[config.mk]
export PLATFORM = sky130hd
export DESIGN_NAME = memmap_guard
export DESIGN_NICKNAME = d
export VERILOG_FILES = /design/src/rtl/memmap_pkg.sv /design/src/rtl/memmap_mode_reg.sv /design/src/rtl/memmap_region_dec.sv /design/src/rtl/memmap_fault_trk.sv /design/src/rtl/memmap_guard.sv
export SDC_FILE = /design/constraint.sdc
export NUM_CORES = 1
export LEC_CHECK = 0
export ABC_AREA = 1
export CAP_MARGIN = 30
export CORE_AREA = 2 2 39 41
export DETAILED_ROUTE_END_ITERATION = 12
export DIE_AREA = 0 0 41 43
export SYNTH_ARGS = -nofsm -noshare
export SYNTH_HDL_FRONTEND = slang
export SYNTH_SLANG_ARGS = --single-unit
export TNS_END_PERCENT = 50
[constraint.sdc]
create_clock -name clk_i -period 1.9 [get_ports clk_i]
set_clock_uncertainty 0.1 [all_clocks]
set_input_delay 0.19 -clock clk_i [delete_from_list [all_inputs] [get_ports clk_i]]
set_output_delay 0.19 -clock clk_i [all_outputs]
set_load 0.01 [all_outputs]
[src/rtl/memmap_pkg.sv]
package memmap_pkg;

    // Encoding is {pin_latched, open_map}
    typedef enum logic [1:0] {
        MODE_SC_CLOSED = 2'b00,
        MODE_SC_OPEN   = 2'b01,
        MODE_XP_CLOSED = 2'b10,
        MODE_XP_OPEN   = 2'b11
    } op_mode_e;

    typedef enum logic [2:0] {
        RGN_NONE    = 3'd0,
        RGN_PROG    = 3'd1,
        RGN_RAM     = 3'd2,
        RGN_EXT     = 3'd3,
        RGN_ILLEGAL = 3'd4
    } region_e;

endpackage

[src/rtl/memmap_mode_reg.sv]
module memmap_mode_reg (
    input  logic clk_i,
    input  logic rst_ni,
    input  logic ext_mode_i,
    input  logic cfg_we_i,
    input  logic cfg_wdata_i,
    output logic pin_q_o,
    output logic open_q_o
);

    typedef struct packed {
        logic pin;
        logic open_map;
    } mode_st_t;

    mode_st_t st_d, st_q;

    always_comb begin
        st_d = st_q;
        if (!rst_ni) begin
            // pin keeps following the input while reset is low
            st_d.pin      = ext_mode_i;
            st_d.open_map = 1'b0;
        end else if (cfg_we_i) begin
            st_d.open_map = cfg_wdata_i;
        end
    end

    always_ff @(posedge clk_i) begin
        st_q <= st_d;
    end

    assign pin_q_o  = st_q.pin;
    assign open_q_o = st_q.open_map;

endmodule

[src/rtl/memmap_region_dec.sv]
module memmap_region_dec
    import memmap_pkg::*;
#(
    parameter int                ADDR_W     = 16,
    parameter logic [ADDR_W-1:0] RAM_LAST   = 16'h02FF,
    parameter logic [ADDR_W-1:0] PROG_FIRST = 16'hC000
) (
    input  op_mode_e          mode_i,
    input  logic [ADDR_W-1:0] addr_i,
    output region_e           region_o
);

    logic in_ram;
    logic in_prog;

    assign in_ram  = (addr_i <= RAM_LAST);
    assign in_prog = (addr_i >= PROG_FIRST);

    always_comb begin
        region_o = RGN_NONE;
        unique case (mode_i)
            MODE_SC_CLOSED: begin
                if (in_ram)       region_o = RGN_RAM;
                else if (in_prog) region_o = RGN_PROG;
                else              region_o = RGN_ILLEGAL;
            end
            MODE_SC_OPEN: begin
                if (in_ram)       region_o = RGN_RAM;
                else if (in_prog) region_o = RGN_PROG;
                else              region_o = RGN_EXT;
            end
            MODE_XP_CLOSED, MODE_XP_OPEN: begin
                if (in_ram)       region_o = RGN_RAM;
                else              region_o = RGN_EXT;
            end
            default: region_o = RGN_NONE;
        endcase
    end

endmodule

[src/rtl/memmap_fault_trk.sv]
module memmap_fault_trk
    import memmap_pkg::*;
(
    input  logic    clk_i,
    input  logic    rst_ni,
    input  logic    acc_valid_i,
    input  region_e region_i,
    output logic    sel_prog_o,
    output logic    sel_ram_o,
    output logic    sel_ext_o,
    output logic    fault_o,
    output logic    sticky_o
);

    typedef struct packed {
        logic prog;
        logic ram;
        logic ext;
        logic fault;
        logic sticky;
    } trk_st_t;

    trk_st_t st_d, st_q;

    always_comb begin
        st_d        = st_q;
        st_d.prog   = acc_valid_i && (region_i == RGN_PROG);
        st_d.ram    = acc_valid_i && (region_i == RGN_RAM);
        st_d.ext    = acc_valid_i && (region_i == RGN_EXT);
        st_d.fault  = acc_valid_i && (region_i == RGN_ILLEGAL);
        st_d.sticky = st_q.sticky | st_d.fault;
        if (!rst_ni) begin
            st_d = '0;
        end
    end

    always_ff @(posedge clk_i) begin
        st_q <= st_d;
    end

    assign sel_prog_o = st_q.prog;
    assign sel_ram_o  = st_q.ram;
    assign sel_ext_o  = st_q.ext;
    assign fault_o    = st_q.fault;
    assign sticky_o   = st_q.sticky;

endmodule

[src/rtl/memmap_guard.sv]
module memmap_guard
    import memmap_pkg::*;
#(
    parameter int                ADDR_W     = 16,
    parameter logic [ADDR_W-1:0] RAM_LAST   = 16'h02FF,
    parameter logic [ADDR_W-1:0] PROG_FIRST = 16'hC000
) (
    input  logic              clk_i,
    input  logic              rst_ni,
    input  logic              ext_mode_i,
    input  logic              cfg_we_i,
    input  logic              cfg_wdata_i,
    input  logic              acc_valid_i,
    input  logic [ADDR_W-1:0] acc_addr_i,
    output logic              sel_prog_o,
    output logic              sel_ram_o,
    output logic              sel_ext_o,
    output logic              fault_o,
    output logic              fault_sticky_o
);

    logic     pin_q;
    logic     open_q;
    op_mode_e mode;
    region_e  region;

    memmap_mode_reg mode_reg_i (
        .clk_i       (clk_i),
        .rst_ni      (rst_ni),
        .ext_mode_i  (ext_mode_i),
        .cfg_we_i    (cfg_we_i),
        .cfg_wdata_i (cfg_wdata_i),
        .pin_q_o     (pin_q),
        .open_q_o    (open_q)
    );

    assign mode = op_mode_e'({pin_q, open_q});

    memmap_region_dec #(
        .ADDR_W     (ADDR_W),
        .RAM_LAST   (RAM_LAST),
        .PROG_FIRST (PROG_FIRST)
    ) dec_i (
        .mode_i   (mode),
        .addr_i   (acc_addr_i),
        .region_o (region)
    );

    memmap_fault_trk trk_i (
        .clk_i       (clk_i),
        .rst_ni      (rst_ni),
        .acc_valid_i (acc_valid_i),
        .region_i    (region),
        .sel_prog_o  (sel_prog_o),
        .sel_ram_o   (sel_ram_o),
        .sel_ext_o   (sel_ext_o),
        .fault_o     (fault_o),
        .sticky_o    (fault_sticky_o)
    );

endmodule

==> results.md, run 1 <==
- Status: complete, no violations
- Worst slew margin: 0.866
- Clock Tree Root: clkbuf_4
- Worst-margin pin slew: 199 ps
- FF/Latch Area: 150 sq um
- Post-CTS Hold Fix Bufs: 0
- Top cells by area, synth: dfxtp_1 (42%), nand2_1 (13%), nor2_1 (12%), edfxtp_1 (10%), inv_1 (7.8%)
- Fillers: 149
- Core ar.: 0.00138 sq mm
- Commonest non-fill, non-tap cell in the layout: clkdlybuf4s50_1
- Seq/Total Area, Yosys: 0.519
- Drt pass-1 iters: 4
- Area of the multi-input gates: 116 sq um
- GRT Residual Overflow: 0
- Unrepaired setup endpoints after global routing: no
- All-Layer GR Usage: 0.0864
- Power per Cell Area: 685 mW/mm^2
- Crit path kind: reg -> out
- Routed Antenna Nets: 0
- Residual DRC: 0
- Delay-heaviest family, CP: buffers and inverters
- Worst Path Required: 1610 ps
- Finished Layout Cells: 78
- IO Pins: 27
- CTS resizes: 0
- Ant diodes: 0
- First-pass GRT wire length: 938 um
- Max_cap viols: 0
- Gate Count Post-Synth: 40
- Share of layout cells above drive strength 1: 0.0968
- Final period util: 0.728
- Gate power share: 0.170
- Clk network pwr share: 0.375
- Synth-to-layout area growth: 78.4%
- Wire per inst: 7.12 um
- Post-Route WL: 555 um
- GPL Wtd Cong: 0.763
- Rows: 14
- Hold crit path type: reg -> reg
- Final slew viol count: 0
- Initial Utilization: 0.209
- PortBufs: 18
- Post-CTS Repair Setup Buffers: 0
- CP max stage cell: clkdlybuf4s50_1
- Number of hold violations in the final report: 0
- Vias per cell: 3.83
- Total Power: 353 uW
- VDD IR max: 0.188 mV
- Die width: 41 um
- Final #Nets: 85
- Sink Count: 7
- Bufs on Longest Clock Path: 2
- F_max: 723 MHz
- Post-Syn Area: 289 sq um
- Clock-pin slew on the worst setup and hold paths: 50 ps
- Switch Pwr: 77.8 uW
- Leak Pwr: 0.000226 uW
- Via count: 299
- CTS tree: built
- Clock period minus worst slack: 1380 ps
- H-Tree Depth: 1
- Placed Cells incl. Taps: 74
- Largest stage delay on the critical path: 530 ps
- Buf+Inv Stages, Crit Path: 1
- Internal Dissipation: 276 uW
- Die Ht: 43 um
- Top fanout value on the critical path: 2
- Final core occ: 0.373
- Worst Setup End Kind: primary output
- Crit path launch type: flop
- Initial antenna violation count: 0
- Cts bufs inserted: 3
- Synth top area share: 0.416
- Reg power frac: 0.455
- Synth cell types: 11
- Largest net degree at the start of global routing: 5
- Final setup viols: 0
- TNS Setup: 0 ps
- #FFs+latches synth: 7
- Worst endpoint data arrival time: 1090 ps
- Mapped Nets: 62
- Starting DRT DRC Count: 8
- Clk_lat worst skew: 250 ps
- Synth warn: 0
- CP Cell Sequence: clkdlybuf4s50_1
- Vias in the first global route: 258
- Switching Fraction: 0.220
- Area leader, netlist: dfxtp_1
- Most frequent cells in the layout: clkdlybuf4s50_1 (18), nand2_1 (10), nor2_1 (9), inv_1 (6), dfxtp_1 (6)
- Avg Cell Area, Syn: 7.23 sq um
- Full die area: 0.00176 sq mm
==> final timing paths <==
check                     startpoint        endpoint  slack [ps]  cells past startpoint
setup reg to reg  mode_reg_i.pin_q_o  trk_i.sticky_o         900                      5
hold / removal        trk_i.sticky_o  trk_i.sticky_o         350                      2
hold reg to reg       trk_i.sticky_o  trk_i.sticky_o         350                      2
setup / recovery      trk_i.sticky_o  fault_sticky_o         520                      1
==> through the flow <==
step,hold WS (ps),worst slack (ps),cell area [sq um]
after floorplan,189,980,289
after global placement,349,598,489
after detailed placement,348,581,489
after CTS,356,498,515
after global routing,384,466,515
final,352,517,515
==> metal layers <==
layer,global-route usage,vias up,wire [um]
met2,0.0938,15,253
met4,0.120,0,0
met3,0.0366,0,57
met5,0,-,0
li1,-,164,-
met1,0.100,120,244
==> synthesized netlist by cell type <==
master	number
nand2_2	2
nor2_2	1
edfxtp_1	1
nor2_1	9
o21ai_1	1
inv_1	6
nand2_1	10
nor4_1	1
dfxtp_1	6
nor3_1	2
a21oi_1	1
==> kinds of logic after synthesis <==
kind of cell | Yosys count | share of synthesized area
AO/OA/AOI/OAI | 2 | 0.0346
buffers and inverters | 6 | 0.0779
flip-flops | 7 | 0.520
AND/OR/NAND/NOR | 25 | 0.368
==> sequential cells by signal, summed over array words and instances (netlist names) <==
signal and cells:
mode_reg_i.open_q_o 1, mode_reg_i.pin_q_o 1, trk_i.fault_o 1, trk_i.sel_ext_o 1
trk_i.sel_prog_o 1, trk_i.sel_ram_o 1, trk_i.sticky_o 1
==> power by group through the flow <==
stage               Combinational (uW)  Sequential, uW  Clock [uW]
finish                            60.0             161         133
global route                      67.0             161         153
CTS                               60.7             161         142
detailed placement                60.4             164           0
global placement                  59.9             164           0
floorplan                         19.2             166           0
==> layout make-up <==
class                           instances  share of cell area
Sequential cell                         7               0.291
Tap cell                               16              0.0388
Timing Repair Buffer                   18               0.350
Clock buffer                            4              0.0510
Inverter                                6              0.0437
Multi-Input combinational cell         27               0.226
No activity file was read; power rests on OpenSTA's default activity.
==> inputs of run 2 (changes only) <==
==> constraint.sdc (replaced) <==
create_clock -name clk_i -period 1.3 [get_ports clk_i]
set_clock_uncertainty 0.1 [all_clocks]
set_input_delay 0.13 -clock clk_i [delete_from_list [all_inputs] [get_ports clk_i]]
set_output_delay 0.13 -clock clk_i [all_outputs]
set_load 0.01 [all_outputs]
==> run 2 against run 1 <==
  * Sequential power rose by 46%
  * Non-clock buffer count unchanged
  * Sequential share of layout area up 0.36 points
  * Critical path depth is the same
  * Flip-flop and latch count unchanged
  * Utilization decreased by 0.45 points
  * Setup slack lost 270 ps
  * Combinational power increased by 39%
  * Final cell count unchanged
  * Register-to-register slack worse by 600 ps
  * Die area unchanged
  * Critical path type unchanged
  * Highest routed layer unchanged
==> results.md, run 2 (synthesis results as in run 1) <==
- GR peak layer: met4 (unchanged)
- Sink Count: 7 (unchanged)
- Met1 Use GR: 0.100 (unchanged)
- Worst Setup End Kind: primary output (unchanged)
- Rows: 14 (unchanged)
- Power per Cell Area: 1010 mW/mm^2 (was 685 mW/mm^2)
- First-pass GRT wire length: 938 um (unchanged)
- Largest stage delay on the critical path: 310 ps (was 530 ps)
- TNS Setup: 0 ps (unchanged)
- Synth-to-layout area growth: 76.2% (was 78.4%)
- Die Ht: 43 um (unchanged)
- H-Tree Depth: 1 (unchanged)
- Final period util: 0.810
- Cts bufs inserted: 3 (unchanged)
- Post-CTS Repair Setup Buffers: 0 (unchanged)
- Critical Path Stages: 1 (unchanged)
- CTS tree: built (unchanged)
- Via count: 299 (unchanged)
- Commonest non-fill, non-tap cell in the layout: clkdlybuf4s50_1 (unchanged)
- Top fanout value on the critical path: 2 (unchanged)
- Clock-pin slew on the worst setup and hold paths: 50 ps (about the same)
- Met3 Use GR: 0.0366 (unchanged)
- Worst slew margin: 0.866 (unchanged)
- Full die area: 0.00176 sq mm (unchanged)
- Max_cap viols: 0 (unchanged)
- F_max: 950 MHz
- Unrepaired setup endpoints after global routing: no (unchanged)
- Status: complete, no violations (unchanged)
- Clock period minus worst slack: 1050 ps
- R2R cell count: 5 (unchanged)
- Bufs on Longest Clock Path: 2 (unchanged)
- Final #Nets: 85 (unchanged)
- Hold_ws: 334 ps (was 352 ps)
- GPL Wtd Cong: 0.763 (unchanged)
- Worst endpoint data arrival time: 820 ps (was 1090 ps)
- CP Cell Sequence: dlygate4sd2_1 (was clkdlybuf4s50_1)
- Clock Tree Root: clkbuf_4 (unchanged)
- Drt pass-1 iters: 4 (unchanged)
- Die width: 41 um (unchanged)
- GRT Residual Overflow: 0 (unchanged)
- Final slew viol count: 0 (unchanged)
- Initial Utilization: 0.209 (unchanged)
- Post-Route WL: 555 um (unchanged)
- Crit path launch type: flop (unchanged)
- Hold crit path type: in -> reg (was reg -> reg)
- Vias in the first global route: 258 (unchanged)
- Delay-heaviest family, CP: flip-flops (was buffers and inverters)
- IO Pins: 27 (unchanged)
- Starting DRT DRC Count: 8 (unchanged)
- Worst Path Required: 1070 ps (was 1610 ps)
- Core ar.: 0.00138 sq mm (unchanged)
- Largest net degree at the start of global routing: 5 (unchanged)
- Wire per inst: 7.12 um (unchanged)
- Vias per cell: 3.83 (unchanged)
- Clk_lat worst skew: 250 ps (about the same)
- Leak Pwr: 0.000248 uW (was 0.000226 uW)
- Met2 usage: 0.0938 (unchanged)
- Hold path depth: 1 (was 2)
- Share of layout cells above drive strength 1: 0.0968 (unchanged)
- Initial antenna violation count: 0 (unchanged)
- CP max stage cell: dfxtp_1 (was clkdlybuf4s50_1)
- Most frequent cells in the layout: clkdlybuf4s50_1 (13), nand2_1 (10), nor2_1 (9), inv_1 (6), dfxtp_1 (6) (was clkdlybuf4s50_1 (18), nand2_1 (10), nor2_1 (9), inv_1 (6), dfxtp_1 (6))
- Post-CTS Hold Fix Bufs: 0 (unchanged)
- Crit path kind: reg -> out (unchanged)
- Residual DRC: 0 (unchanged)
- Buf+Inv Stages, Crit Path: 1 (unchanged)
- Routed Antenna Nets: 0 (unchanged)
- Final setup viols: 0 (unchanged)
- Worst-margin pin slew: 199 ps (unchanged)
- PortBufs: 18 (unchanged)
- Number of hold violations in the final report: 0 (unchanged)
- All-Layer GR Usage: 0.0864 (unchanged)
- Final core occ: 0.368 (was 0.373)
- VDD IR max: 0.275 mV (was 0.188 mV)
- Ant diodes: 0 (unchanged)
-- run 2: cell types whose count changed in the layout (fill, tap and decap cells not counted) --
cell             before  now
dlygate4sd2_1         0    5
clkdlybuf4s50_1      18   13
-- run 2: area by class of cell --
cell class / instances / area [sq um]
fillers: 149 / 875
repair buffers: 18 / 174
well taps: 16 / 20.0
inverters: 6 / 22.5
multi-input cells: 27 / 116
clock buffers: 4 / 26.3
flip-flops and latches: 7 / 150
-- run 2: worst paths after layout --
check	start	to	slack, ps
min	ext_mode_i	mode_reg_i.pin_q_o	330
max reg2reg	mode_reg_i.pin_q_o	trk_i.sticky_o	300
max	trk_i.sticky_o	fault_sticky_o	250
min reg2reg	trk_i.sticky_o	trk_i.sticky_o	350
-- run 2: routing by layer --
layer  share of wire  wire (um)  vias to the layer above
met3            0.10         58                        0
met1            0.44        243                      120
met4               0          0                        0
li1                -          -                      164
met2            0.45        252                       15
met5               0          0                        -
-- run 2: timing repair --
item,4_1_cts,5_1_grt
endpoints found under the setup margin,5,0
resized for setup,5,0
hold endpoints to repair,0,0
-- run 2: through the flow --
step	cells	worst slack, ps	instance area, sq um	total power, uW
after floorplan	40	380	289	270
after global placement	74	58.4	489	327
after detailed placement	74	41.5	489	328
after CTS	78	228	509	526
after global routing	78	198	509	552
final	78	247	509	512
-- run 2: report_power, final --
part / total [uW] / internal (uW) / switching [uW]
clock: 194 / 117 / 76.9
sequential: 235 / 231 / 4.10
combinational: 83.5 / 51.1 / 32.4
==> inputs of run 3 (changes only) <==
==> constraint.sdc (replaced) <==
create_clock -name clk_i -period 0.9 [get_ports clk_i]
set_clock_uncertainty 0.1 [all_clocks]
set_input_delay 0.09 -clock clk_i [delete_from_list [all_inputs] [get_ports clk_i]]
set_output_delay 0.09 -clock clk_i [all_outputs]
set_load 0.01 [all_outputs]
==> run 3 against run 2 <==
  * The flow now finishes with violations (setup timing)
  * Count of clock-buffer cells in the layout is the same
  * Wire length rose by 2.0%
  * Hold slack lost 34 ps
  * Critical endpoint is now trk_i.sel_ext_o
  * Largest cell class unchanged
  * Largest power group unchanged
==> results.md, run 3 (synthesis results as in run 1) <==
- Final Instance Area: 523 sq um (was 509 sq um)
- F_max: 1030 MHz
- Worst endpoint data arrival time: 1030 ps (was 820 ps)
- Largest stage delay on the critical path: 420 ps (was 310 ps)
- R2R cell count: 4 (was 5)
- Placed inst area: 512 sq um (was 489 sq um)
- Failing checks: setup timing
- CP max stage cell: edfxtp_1 (was dfxtp_1)
- Worst slew margin: 0.866 (about the same)
- Post-CTS Hold Fix Bufs: 0 (unchanged)
- Ant diodes: 0 (unchanged)
- Setup slack, reg-to-reg: -80 ps (was 300 ps)
- Routed Antenna Nets: 0 (unchanged)
- Initial Utilization: 0.209 (unchanged)
- Die Ht: 43 um (unchanged)
- GPL Wtd Cong: 0.771 (was 0.763)
- Post-Route WL: 566 um (was 555 um)
- Leak Pwr: 0.000249 uW (was 0.000248 uW)
- Switching Fraction: 0.234 (was 0.222)
- Residual DRC: 0 (unchanged)
- Worst reg2reg path startpoint: mode_reg_i.pin_q_o (unchanged)
- PortBufs: 18 (unchanged)
- Commonest non-fill, non-tap cell in the layout: clkdlybuf4s50_1 (unchanged)
- Worst Hold Endpoint: mode_reg_i.pin_q_o (unchanged)
- All-Layer GR Usage: 0.0855 (was 0.0864)
- Gate power share: 0.172 (was 0.163)
- Unrepaired setup endpoints after global routing: yes (was no)
- Vias in the first global route: 269 (was 258)
- Hold path start: ext_mode_i (unchanged)
- GRT Residual Overflow: 0 (unchanged)
- Clk network pwr share: 0.381 (was 0.379)
- H-Tree Depth: 1 (unchanged)
- Clk_lat worst skew: 250 ps (about the same)
- IO Pins: 27 (unchanged)
- Clock period minus worst slack: 975 ps
- Max_cap viols: 0 (unchanged)
- Bufs on Longest Clock Path: 2 (unchanged)
- Final slew viol count: 0 (unchanged)
- CTS tree: built (unchanged)
- Full die area: 0.00176 sq mm (unchanged)
- First-pass GRT wire length: 986 um (was 938 um)
- Fillers: 151 (was 149)
- Switch Pwr: 179 uW (was 113 uW)
- Via count: 305 (was 299)
- DP Wirelength: 461 um
- Most frequent cells in the layout: clkdlybuf4s50_1 (13), nand2_1 (10), nor2_1 (8), inv_1 (5), dfxtp_1 (5) (was clkdlybuf4s50_1 (13), nand2_1 (10), nor2_1 (9), inv_1 (6), dfxtp_1 (6))
- Final period util: 1.08
- Clock-pin slew on the worst setup and hold paths: 50 ps (about the same)
- Wire per inst: 6.99 um (was 7.12 um)
- Worst Path Required: 950 ps (was 1070 ps)
- Initial antenna violation count: 0 (unchanged)
- Total Power: 765 uW (was 512 uW)
- Hold crit path type: in -> reg (unchanged)
- End of the worst register-to-register path: trk_i.sel_ext_o (was trk_i.sticky_o)
- Number of hold violations in the final report: 0 (unchanged)
- Drt pass-1 iters: 2 (was 4)
- Die width: 41 um (unchanged)
- CP Cell Sequence: nor3_1, nor2_1, nand2_1, nor2_1 (was dlygate4sd2_1)
- Cts bufs inserted: 3 (unchanged)
- Hold path depth: 1 (unchanged)
- Worst Setup End Kind: flop (was primary output)
- Reg power frac: 0.446 (was 0.458)
- Rows: 14 (unchanged)
- Final setup viols: 3 (was 0)
- VDD IR max: 0.591 mV (was 0.275 mV)
- Starting DRT DRC Count: 5 (was 8)
- Clock Tree Root: clkbuf_4 (unchanged)
- Internal Dissipation: 586 uW (was 399 uW)
- Power per Cell Area: 1460 mW/mm^2 (was 1010 mW/mm^2)
- Sink Count: 7 (unchanged)
- Final Worst Setup Slack: -75.2 ps (was 247 ps)
- Status: complete, but fails checks (was complete, no violations)
- Final #Nets: 88 (was 85)
- Synth-to-layout area growth: 81.0% (was 76.2%)
- Top fanout value on the critical path: 3 (was 2)
- Crit path launch type: flop (unchanged)
- Crit path kind: reg -> reg (was reg -> out)
- Share of layout cells above drive strength 1: 0.262 (was 0.0968)
- Largest net degree at the start of global routing: 5 (unchanged)
- Top cell by count, worst path: nor2_1
- Worst-margin pin slew: 200 ps (was 199 ps)
- Vias per cell: 3.77 (was 3.83)
- Core ar.: 0.00138 sq mm (unchanged)
[run 3: area by class of cell]
cell class | instances | area (sq um) | area share
clock buffers | 4 | 26.3 | 0.0502
inverters | 6 | 22.5 | 0.0431
multi-input cells | 27 | 119 | 0.227
flip-flops and latches | 7 | 151 | 0.289
well taps | 16 | 20.0 | 0.0383
repair buffers | 21 | 184 | 0.352
[run 3: worst max-delay path: cells and delay by family, from the launching register on]
kind / cells / cell delay, ps
DFF: 1 / 420
and+or+nand+nor: 4 / 350
[run 3: stage by stage]
step | worst slack [ps] | util | setup TNS, ps | hold slack, ps | std cells
floorplan | -19.8 | - | -46.3 | 88.9 | 40
global placement | -296 | 0.370 | -2160 | 356 | 77
detailed placement | -314 | 0.370 | -2180 | 355 | 77
CTS | -75.6 | 0.373 | -225 | 293 | 81
global route | -151 | 0.378 | -564 | 297 | 81
finish | -75.2 | 0.378 | -215 | 300 | 81
[run 3: repair_timing]
action                                  4_1_cts  5_1_grt
pin swaps                                     1        0
endpoints found under the setup margin        8        6
gates resized for setup                      21        3
setup buffers                                 0        0
[run 3: metal layers]
layer	vias to the layer above	GRT usage	part of all wire	wire length (um)
met1	112	0.113	0.46	261
li1	172	-	-	-
met4	0	0.100	0.032	18
met2	19	0.100	0.39	220
met5	-	0	0	0
met3	2	0.0157	0.11	65
[run 3: power by group through the flow]
| stage | Combinational [uW] | Clock [uW] | Sequential (uW) |
|---|---|---|---|
| CTS | 129 | 304 | 340 |
| detailed placement | 136 | 0 | 346 |
| global placement | 135 | 0 | 346 |
| finish | 132 | 292 | 341 |
| floorplan | 40.6 | 0 | 350 |
| global route | 148 | 310 | 343 |
[run 3: worst max-delay path by stage]
stage | endpoint | slack [ps] | cells past startpoint | from
floorplan | trk_i.sticky_o | -20 | 5 | mode_reg_i.pin_q_o
global placement | trk_i.sticky_o | -300 | 7 | acc_addr_i[10]
detailed placement | trk_i.sticky_o | -310 | 7 | acc_addr_i[15]
CTS | trk_i.sticky_o | -80 | 5 | mode_reg_i.pin_q_o
global route | trk_i.sel_ext_o | -150 | 5 | mode_reg_i.pin_q_o
finish | trk_i.sel_ext_o | -80 | 4 | mode_reg_i.pin_q_o
